[src/rtl/fw_window_xlate.sv]
module fw_window_xlate #(
  parameter int AW = 32,
  parameter int OFS_W = 4,
  parameter int EN_XL_BIT = 8,
  parameter int EN_FW_BIT = 10,
  parameter logic [OFS_W-1:0] CTRL_OFS = 4'h0,
  parameter logic [OFS_W-1:0] BASE_OFS = 4'h8,
  parameter logic [OFS_W-1:0] MASK_OFS = 4'hC
) (
  input  logic             clk,
  input  logic             rst_n,
  input  logic             reg_we,
  input  logic [OFS_W-1:0] reg_addr,
  input  logic [AW-1:0]    reg_wdata,
  output logic [AW-1:0]    reg_rdata,
  input  logic             host_strobe,
  input  logic [AW-1:0]    host_addr,
  output logic             xl_hit,
  output logic             xl_miss,
  output logic [AW-1:0]    xl_addr
);
  localparam int HW = AW / 2;

  logic [AW-1:0] ctrl_q, base_q, mask_q;

  always_ff @(posedge clk or negedge rst_n) begin
    if (!rst_n) begin
      ctrl_q <= '0;
      base_q <= '0;
      mask_q <= '0;
    end else if (reg_we) begin
      if (reg_addr == CTRL_OFS) ctrl_q <= reg_wdata;
      if (reg_addr == BASE_OFS) base_q <= reg_wdata;
      if (reg_addr == MASK_OFS) mask_q <= reg_wdata;
    end
  end

  always_comb begin
    reg_rdata = '0;
    if (reg_addr == CTRL_OFS) reg_rdata = ctrl_q;
    if (reg_addr == BASE_OFS) reg_rdata = base_q;
    if (reg_addr == MASK_OFS) reg_rdata = mask_q;
  end

  wire          win_en  = ctrl_q[EN_XL_BIT] & ctrl_q[EN_FW_BIT];
  wire [HW-1:0] host_hi = host_addr[AW-1:HW];
  wire [HW-1:0] cmp_hi  = (host_hi ^ base_q[HW-1:0]) & ~mask_q[HW-1:0];
  wire          hit_now = win_en && (cmp_hi == '0);
  wire [HW-1:0] xl_hi   = (base_q[AW-1:HW] & mask_q[AW-1:HW]) |
                          (host_hi & mask_q[HW-1:0]);

  always_ff @(posedge clk or negedge rst_n) begin
    if (!rst_n) begin
      xl_hit  <= 1'b0;
      xl_miss <= 1'b0;
      xl_addr <= '0;
    end else begin
      xl_hit  <= host_strobe & hit_now;
      xl_miss <= host_strobe & ~hit_now;
      if (host_strobe)
        xl_addr <= hit_now ? {xl_hi, host_addr[HW-1:0]} : '0;
    end
  end

  p_one_result_r6: assert property (@(posedge clk) disable iff (!rst_n)
    !(xl_hit && xl_miss));
  p_strobe_result_r6: assert property (@(posedge clk) disable iff (!rst_n)
    host_strobe |=> (xl_hit || xl_miss));
  p_no_strobe_quiet_r6: assert property (@(posedge clk) disable iff (!rst_n)
    !host_strobe |=> !(xl_hit || xl_miss));
  p_miss_zero_r6: assert property (@(posedge clk) disable iff (!rst_n)
    xl_miss |-> (xl_addr == '0));
  p_gate_r2: assert property (@(posedge clk) disable iff (!rst_n)
    (host_strobe && !(ctrl_q[EN_XL_BIT] && ctrl_q[EN_FW_BIT])) |=> xl_miss);
  p_low_pass_r5: assert property (@(posedge clk) disable iff (!rst_n)
    host_strobe |=> (!xl_hit || xl_addr[HW-1:0] == $past(host_addr[HW-1:0])));
  p_base_write_r7: assert property (@(posedge clk) disable iff (!rst_n)
    (reg_we && reg_addr == BASE_OFS) |=> base_q == $past(reg_wdata));
  p_stray_write_r8: assert property (@(posedge clk) disable iff (!rst_n)
    (reg_we && reg_addr != CTRL_OFS && reg_addr != BASE_OFS && reg_addr != MASK_OFS)
    |=> ($stable(ctrl_q) && $stable(base_q) && $stable(mask_q)));
endmodule

[config.mk]
export PLATFORM = sky130hd
export DESIGN_NAME = fw_window_xlate
export DESIGN_NICKNAME = d
export VERILOG_FILES = /design/src/rtl/fw_window_xlate.sv
export SDC_FILE = /design/constraint.sdc
export NUM_CORES = 1
export LEC_CHECK = 0
export BUFFER_PORTS_ARGS = -buffer_cell sky130_fd_sc_hd__buf_2
export CORE_MARGIN = 2
export CORE_UTILIZATION = 54
export DETAILED_ROUTE_END_ITERATION = 8
export PLACE_DENSITY = 0.79
export SETUP_SLACK_MARGIN = 0.5
export SYNTH_ARGS = -nofsm -noshare
export SYNTH_HDL_FRONTEND = slang
export SYNTH_SLANG_ARGS = --single-unit
[constraint.sdc]
create_clock -name clk -period 3.6 [get_ports clk]
set_input_delay 0.36 -clock clk [delete_from_list [all_inputs] [get_ports clk]]
set_output_delay 0.36 -clock clk [all_outputs]
set_load 0.005 [all_outputs]
## Yosys cells after proc, flatten, opt, wreduce, memory -nomap -nowiden

Index checks and enable logic that the tools add are counted.

| cells by class | value |
|---|---|
| add/sub/neg operators | 0 |
| multiply operators | 0 |
| divide/modulo/power cells | 0 |
| $lt $le $gt $ge | 0 |
| equal/unequal tests | 2 |
| shifts and indexed selects | 0 |
| muxes and demuxes | 4 |
| bitwise gates (word level) | 10 |
| reductions and logical operators | 6 |

Operators by type and width:

| cell | number |
|---|---|
| 2-to-1 mux 32 bit | 4 |
| bitwise AND 16 bit | 3 |
| zero test 16 bit | 1 |
| NOT 16 bit | 1 |
| bitwise OR 16 bit | 1 |
| bitwise XOR 16 bit | 1 |
| equality test 4 bit (second input constant) | 2 |
| AND reduction 2 bit | 3 |
| zero test 4 bit | 1 |
| bitwise AND 1 bit | 3 |
| logical AND 1 bit | 1 |
| NOT 1 bit | 1 |

| storage, ports and cells | value |
|---|---|
| register bits | 130 |
| latch bits | 0 |
| bits in writable memories | 0 |
| memory bits (read-only) | 0 |
| input bits | 72 |
| output and inout port bits | 66 |
| word-level logic and storage cells | 28 |
| memories | 0 |

## Depth between registers and ports, before layout

Gate-level depths: netlist of run 1.

| logic depth | value |
|---|---|
| depth in word-level cells | 6 |
| mapped depth | 6 |
| mapped depth without buffers | 5 |

## Worst setup path before layout of run 1

No wires, ideal clock.

| timing path | value |
|---|---|
| path kind | register -> register |
| from | register base_q[13] |
| to | register xl_addr[16] |
| setup time | 65 ps |
| data arrival time | 1772 ps |
| data required time | 3535 ps |
| path slack | 1764 ps |
| cell stages (with the launch flop) | 7 |
| buffers on the path | 1 |
| period minus slack after synthesis | 1836 ps |
| cell sequence | dfrtp_1 xnor2_1 o22ai_1 or4_4 nor3_4 buf_6 a31o_2 |

| on the way | value |
|---|---|
| longest elaborated chain between the ends | 5 |

RTL lines:

| what | RTL line | source |
|---|---|---|
| start, declared | 24 | `logic [AW-1:0] ctrl_q, base_q, mask_q;` |
| start signal, assigned | 33 | `if (reg_addr == BASE_OFS) base_q <= reg_wdata;` |
| bitwise XOR 16 bit | 47 | `wire [HW-1:0] cmp_hi = (host_hi ^ base_q[HW-1:0]) & ~mask_q[HW-1:0];` |
| bitwise AND 16 bit | 47 |  |
| zero test 16 bit | 48 | `wire hit_now = win_en && (cmp_hi == '0);` |
| logical AND 1 bit | 48 |  |
| 2-to-1 mux 32 bit | 61 | `xl_addr <= hit_now ? {xl_hi, host_addr[HW-1:0]} : '0;` |
| end signal, assigned | 61 |  |
| end, declared | 20 | `output logic [AW-1:0] xl_addr` |

Every way passes these cells.
A chain may end at the register's enable or synchronous reset.

## Final worst setup path of run 1

| timing path | value |
|---|---|
| from | register base_q[10] |
| to | register xl_addr[4] |

Same word-level chain as after synthesis.

==> results.sh, run 1 <==
export IMPL_fin_skew_ps=8.82
export IMPL_grt_max_degree=93
export IMPL_finalMaxSlewViolations=0
export IMPL_area_share_of_the_leading_cell_type_in_the_synthesized_netlist=0.547
export IMPL_fmaxAchievable_mhz=393
export IMPL_max_slew_margin_rel=0.298
export IMPL_netSwitchingPower_mw=1.04
export IMPL_crit_path_end_kind="flip-flop"
export IMPL_tritoncts="yes"
export IMPL_synthTopCellsByArea="sky130_fd_sc_hd__dfrtp_1 55%, sky130_fd_sc_hd__mux2_2 18%, sky130_fd_sc_hd__nor2b_1 3.4%"
export IMPL_grt_overflow_total=0
export IMPL_ys_warnings_count=0
export IMPL_syn_area_per_cell_um2=11.8
export IMPL_global_route_usage_met1=0.353
export IMPL_post_cts_setup_buffers=0
export IMPL_setup_tns_ps=0
export IMPL_die_height_um=109
export IMPL_boundaryPins=138
export IMPL_postSynthRegisterBits=130
export IMPL_outcome="finished clean"
export IMPL_fill_cells=806
export IMPL_grt_antenna_before_repair=1
export IMPL_floorplan_initialDensity=0.551
export IMPL_grt_most_used_layer="met2"
export IMPL_cts_root_buffer="sky130_fd_sc_hd__clkbuf_8"
export IMPL_design_die_area_mm2=0.0119
export IMPL_async_flop_share=1.00
export IMPL_grtUsageTotal=0.267
export IMPL_dp_final_hpwl_um=10200
export IMPL_crit_path_cell_trace="xnor2_1 -> o22ai_1 -> or4_4 -> nor3_4 -> buf_4 -> a31o_1"
export IMPL_core_area_mm2=0.0108
export IMPL_final_net_count=710
export IMPL_vias=4520
export IMPL_worstPathMaxFanout=25
export IMPL_first_global_vias=4587
export IMPL_final_area_mm2=0.00734
export IMPL_synthFlopType="sky130_fd_sc_hd__dfrtp_1"
export IMPL_fin_util=0.680
export IMPL_ys_top_cells_by_count="130 x sky130_fd_sc_hd__dfrtp_1, 96 x sky130_fd_sc_hd__mux2_2, 34 x sky130_fd_sc_hd__nand2_1, 33 x sky130_fd_sc_hd__nor2_1"
export IMPL_use_met2=0.413
export IMPL_required_ps=4060
export IMPL_clkSlewWorstSetupHoldPaths_ps=60
export IMPL_worst_path_largest_cell_delay_ps=760
export IMPL_synthesis_instances=502
export IMPL_die_x_um=109
export IMPL_internal_power_mw=3.05
export IMPL_timing_critical_path_arrival_ps=3000
export IMPL_yosys_top_cell_by_area="sky130_fd_sc_hd__dfrtp_1"
export IMPL_initialDrtViolationCount=288
export IMPL_post_drt_via_cell_ratio=5.71
export IMPL_swShare=0.254
export IMPL_placement_io_buffers=137
export IMPL_worst_slew_pin_slew_ps=1050
export IMPL_layout_cell_share_with_drive_strength_beyond_1=0.451
export IMPL_synth_cell_types=25
export IMPL_route_antenna_remaining_nets=0
export IMPL_met3_usage=0.0819
export IMPL_num_rows=38
export IMPL_route_detailed_wl_per_inst_um=19.1
export IMPL_synth_seq_area_share=0.547
export IMPL_max_cap_violations=0
export IMPL_flop_pwr_share=0.468
export IMPL_yosysMostFrequentCell="sky130_fd_sc_hd__dfrtp_1"
export IMPL_post_synth_instance_area_mm2=0.00595
export IMPL_htree_levels=4
export IMPL_p_leak_nw=3.58
export IMPL_area_delta_synth_final_pct=23.4
export IMPL_total_power_per_unit_cell_area_mw_per_mm2=557
export IMPL_synth_edf_count=0
export IMPL_wl_um=15100
export IMPL_dr_pass1_iters=4
export IMPL_clkSinkCount=130
export IMPL_route_detailed_drc=0
export IMPL_timing_reg2reg_setup_slack_ps=1050
export IMPL_worstSkewPairLatency_ps=530
export IMPL_final_hold_viol_count=0
export IMPL_period_share=0.707
export IMPL_min_path_type="primary input to flip-flop"
export IMPL_setup_viol=0
export IMPL_cell_area_placed_mm2=0.00678
export IMPL_synth_nets=574
export IMPL_final_period_minus_worst_setup_slack_ps=2550
export IMPL_crit_slowest_cell="sky130_fd_sc_hd__nor3_4"
export IMPL_first_pass_grt_wire_length_um=23500
export IMPL_gp_routability_congestion=0.825
export IMPL_numCtsBuffers=17
export IMPL_vdd_ir_drop_worst_mv=0.324
export IMPL_grt_setup_unrepaired="false"
export IMPL_p_clk_frac=0.386
export IMPL_setup_worst_path_class="flip-flop to flip-flop"
export IMPL_critPathLaunchType="flip-flop"
export IMPL_clock_tree_buffer_depth=2
export IMPL_combinationalPowerShare=0.146
## placed cells by master (no fill, tap or decap), types with 4 or more instances in the layout
cell / synthesis / final
sky130_fd_sc_hd__a21oi_1: 32 / 32
sky130_fd_sc_hd__a22o_1: 16 / 16
sky130_fd_sc_hd__a31o_1: 15 / 15
sky130_fd_sc_hd__a31o_2: 17 / 17
sky130_fd_sc_hd__buf_2: 0 / 136
sky130_fd_sc_hd__buf_4: 0 / 11
sky130_fd_sc_hd__clkbuf_1: 24 / 4
sky130_fd_sc_hd__clkbuf_16: 0 / 16
sky130_fd_sc_hd__clkbuf_8: 0 / 6
sky130_fd_sc_hd__clkinv_2: 0 / 4
sky130_fd_sc_hd__dfrtp_1: 130 / 130
sky130_fd_sc_hd__mux2_2: 96 / 96
sky130_fd_sc_hd__nand2_1: 34 / 34
sky130_fd_sc_hd__nor2_1: 33 / 33
sky130_fd_sc_hd__nor2b_1: 32 / 32
sky130_fd_sc_hd__o21ai_0: 32 / 32
sky130_fd_sc_hd__o22ai_1: 7 / 7
sky130_fd_sc_hd__xnor2_1: 16 / 16
## repair_timing
item / in CTS / in global routing
gates resized for setup: 0 / 0
endpoints found under the hold margin: 38 / 0
hold buffers: 1 / 0
endpoints found under the setup margin: 0 / 0
## cell families (layout without fill, tap and decap cells)
| family | count (synthesis) | count (layout) | synth area share |
|---|---|---|---|
| AO/OA/AOI/OAI | 120 | 120 | 0.133 |
| XOR/XNOR | 16 | 16 | 0.0236 |
| buffers and inverters | 32 | 180 | 0.0240 |
| flip-flops | 130 | 130 | 0.547 |
| multiplexers | 96 | 96 | 0.182 |
| other | 0 | 1 | 0 |
| AND/OR/NAND/NOR | 108 | 108 | 0.0907 |
## sequential cells by signal, indices dropped and copies added (netlist names)
name     count
ctrl_q      32
xl_hit       1
base_q      32
xl_miss      1
mask_q      32
xl_addr     32
## worst max-delay path, delay by kind of cell, from the launching register on
kind | cells | cell delay (ps)
buffers and inverters | 1 | 310
AO/OA/AOI/OAI | 2 | 290
flip-flops | 1 | 400
AND/OR/NAND/NOR | 2 | 1300
XOR/XNOR | 1 | 170
## per-stage QoR
stage	worst slack, ps	hold slack [ps]	std cells	power [mW]
4_1_cts	1000	48.9	790	4.12
2_1_floorplan	1760	64.4	502	2.26
3_5_place_dp	960	371	758	2.52
3_3_place_gp	1020	357	758	2.49
6_report	1050	65.4	791	4.09
5_1_grt	862	40.3	791	4.27
## path summary, 6_finish.rpt
path / to / from / cells past startpoint
hold reg to reg: ctrl_q[31] / ctrl_q[31] / 1
min in group asynchronous: xl_addr[10] / rst_n / 2
setup reg to reg: xl_addr[4] / base_q[10] / 6
setup / recovery: xl_addr[4] / base_q[10] / 6
hold / removal: xl_addr[5] / host_addr[5] / 2
max in group asynchronous: xl_addr[15] / rst_n / 3
## routing by layer
metal | up-vias | share of wire
met2 | 190 | 0.47
met1 | 2236 | 0.43
met3 | 20 | 0.085
met5 | - | 0
met4 | 0 | 0.014
li1 | 2074 | -
## power groups by stage
stage | combinational, mW | sequential, mW | clock (mW)
floorplan | 0.395 | 1.87 | 0
global route | 0.645 | 1.95 | 1.68
CTS | 0.596 | 1.91 | 1.61
global placement | 0.569 | 1.92 | 0
finish | 0.595 | 1.91 | 1.58
detailed placement | 0.592 | 1.93 | 0
## final cells by class
cell class,instances,area [µm²],share of cell area
diodes,1,2.50,0.000341
clock buffers,26,498,0.0678
flip-flops and latches,130,3250,0.443
well taps,140,175,0.0239
multi-input cells,340,2570,0.350
clock inverters,5,50.0,0.00682
repair buffers,149,793,0.108
(Power assumes the default switching activity.)
==> run 2: changes to the inputs <==
==> constraint.sdc (replaced) <==
create_clock -name clk -period 2.4 [get_ports clk]
set_input_delay 0.24 -clock clk [delete_from_list [all_inputs] [get_ports clk]]
set_output_delay 0.24 -clock clk [all_outputs]
set_load 0.005 [all_outputs]
==> run 2 against run 1 <==
Combinational power grew 68%. Non-clock buffer count grew 58. Register-to-register slack worse by 630 ps. Maximum frequency rose by 29%. Final cell count rose by 7.2%. Utilization increased by 6.9 points. Clock-buffer cell count is the same. Final area up 10%. Wire length increased by 6.7%. Critical path depth is 1 higher. Highest routed layer unchanged.
==> results.sh, run 2 (synthesis gave the netlist of run 1 again) <==
export IMPL_final_net_count=768
export IMPL_final_area_mm2=0.00808
export IMPL_grt_setup_unrepaired="true"
export IMPL_cts_root_buffer="sky130_fd_sc_hd__clkbuf_8"
export IMPL_route_detailed_wl_per_inst_um=19.0
export IMPL_clock_tree_buffer_depth=2
export IMPL_launch_point_of_the_worst_hold_path="reg_wdata[8]"
export IMPL_cells_on_worst_hold_path=2
export IMPL_rr_startpoint="base_q[4]"
export IMPL_setup_worst_path_class="flip-flop to flip-flop"
export IMPL_gp_routability_congestion=0.778
export IMPL_wl_um=16100
export IMPL_numCtsBuffers=17
export IMPL_setup_tns_ps=0
export IMPL_required_ps=2870
export IMPL_clkSinkCount=130
export IMPL_min_to="ctrl_q[8]"
export IMPL_layout_commonest_cell="sky130_fd_sc_hd__buf_2"
export IMPL_design_die_area_mm2=0.0119
export IMPL_finalMaxSlewViolations=0
export IMPL_vias=4793
export IMPL_boundaryPins=138
export IMPL_worst_r2r_path_depth=7
export IMPL_dp_final_hpwl_um=10200
export IMPL_final_period_minus_worst_setup_slack_ps=1980
export IMPL_crit_path_cell_trace="xnor2_1 -> o22ai_1 -> or4_4 -> nor3_4 -> buf_6 -> clkbuf_16 -> a31o_2"
export IMPL_max_slew_margin_rel=0.633
export IMPL_dr_pass1_iters=4
export IMPL_setup_viol=0
export IMPL_floorplan_initialDensity=0.551
export IMPL_crit_slowest_cell="sky130_fd_sc_hd__or4_4"
export IMPL_min_path_type="primary input to flip-flop"
export IMPL_first_pass_grt_wire_length_um=24800
export IMPL_clkSlewWorstSetupHoldPaths_ps=60
export IMPL_route_detailed_drc=0
export IMPL_tritoncts="yes"
export IMPL_initialDrtViolationCount=252
export IMPL_worstPathMaxFanout=8
export IMPL_htree_levels=4
export IMPL_timing_critical_path_arrival_ps=2440
export IMPL_critPathLaunchType="flip-flop"
export IMPL_final_hold_viol_count=0
export IMPL_num_rows=38
export IMPL_max_cap_violations=0
export IMPL_worstSkewPairLatency_ps=530
export IMPL_num_antenna_cells=0
export IMPL_post_drt_via_cell_ratio=5.65
export IMPL_worst_r2r_endpoint="xl_addr[25]"
export IMPL_total_power_per_unit_cell_area_mw_per_mm2=772
export IMPL_cell_area_placed_mm2=0.00685
export IMPL_layout_common_cells="136 x sky130_fd_sc_hd__buf_2, 130 x sky130_fd_sc_hd__dfrtp_1, 96 x sky130_fd_sc_hd__mux2_2, 47 x sky130_fd_sc_hd__dlygate4sd3_1, 34 x sky130_fd_sc_hd__nand2_1"
export IMPL_first_global_vias=4910
export IMPL_worst_path_largest_cell_delay_ps=530
export IMPL_vdd_ir_drop_worst_mv=0.583
export IMPL_worst_slew_pin_slew_ps=551
export IMPL_grt_overflow_total=0
export IMPL_crit_path_end_kind="flip-flop"
export IMPL_outcome="finished clean"
export IMPL_period_share=0.823
export IMPL_layout_cell_share_with_drive_strength_beyond_1=0.438
export IMPL_grtUsageTotal=0.280
export IMPL_core_area_mm2=0.0108
export IMPL_p_leak_nw=3.90
export IMPL_route_antenna_remaining_nets=0
export IMPL_timing_reg2reg_setup_slack_ps=420
export IMPL_area_delta_synth_final_pct=35.8
export IMPL_die_height_um=109
export IMPL_grt_max_degree=49
export IMPL_fill_cells=703
export IMPL_placement_io_buffers=137
export IMPL_grt_antenna_before_repair=0
export IMPL_die_x_um=109
export IMPL_fin_skew_ps=7.34
export IMPL_worstSetupStartpoint="base_q[4]"
export IMPL_fmaxAchievable_mhz=506
-- run 2: cell types whose count changed in the layout (fill, tap and decap cells not counted), moves of 3 or more --
cell and change:
sky130_fd_sc_hd__a31o_2 -5, sky130_fd_sc_hd__a31o_4 +5, sky130_fd_sc_hd__buf_12 +4, sky130_fd_sc_hd__buf_6 +3, sky130_fd_sc_hd__dlygate4sd3_1 +46, sky130_fd_sc_hd__xnor2_1 -3
sky130_fd_sc_hd__xnor2_2 +3
-- run 2: worst max-delay path: cells and delay by family, from the launching register on --
family	cells	cell delay (ps)
AO/OA/AOI/OAI	2	240
buffers and inverters	2	310
flip-flops	1	400
AND/OR/NAND/NOR	2	790
XOR/XNOR	1	170
-- run 2: worst max-delay path by stage --
stage / to / slack (ps) / depth (start not counted)
after floorplan: xl_addr[16] / 560 / 6
after global placement: xl_miss / 420 / 6
after detailed placement: xl_miss / 360 / 6
after CTS: xl_addr[8] / 370 / 7
after global routing: xl_addr[25] / 360 / 7
final: xl_addr[25] / 420 / 7
-- run 2: metal layers --
layer	GRT usage	wire [µm]
met4	0.103	304
met5	0	0
met1	0.368	6810
met2	0.446	7660
met3	0.0783	1300
-- run 2: where the power goes --
group / internal (mW) / leakage (nW) / switching [mW] / total (mW)
combinational: 0.576 / 1.98 / 0.422 / 0.998
clock: 1.50 / 0.275 / 0.872 / 2.37
sequential: 2.57 / 1.65 / 0.298 / 2.87
-- run 2: what timing repair did --
item                                    in CTS  in global routing
gates resized for setup                      8                  6
hold buffers                                47                  0
endpoints found under the setup margin      34                 34
setup buffers                                5                  0
endpoints found under the hold margin      139                  0
gates cloned                                 1                  2
pin swaps                                    4                 19
-- run 2: through the flow --
| stage | utilization | hold WS (ps) | setup WS, ps | cells | power (mW) |
|---|---|---|---|---|---|
| floorplan | - | -55.6 | 564 | 502 | 3.40 |
| global placement | 0.634 | 244 | 420 | 762 | 3.72 |
| detailed placement | 0.634 | 245 | 365 | 762 | 3.79 |
| CTS | 0.740 | 0.397 | 374 | 846 | 6.25 |
| global route | 0.749 | 0.445 | 359 | 848 | 6.52 |
| finish | 0.749 | 16.8 | 424 | 848 | 6.24 |
-- run 2: final cells by class --
type / count / area, µm² / share of cell area
sequential: 130 / 3250 / 0.403
tap: 140 / 175 / 0.0217
timing repair buffer: 207 / 1460 / 0.181
clock buffer: 26 / 498 / 0.0616
multi-input combinational: 340 / 2640 / 0.327
clock inverter: 5 / 50.0 / 0.00619
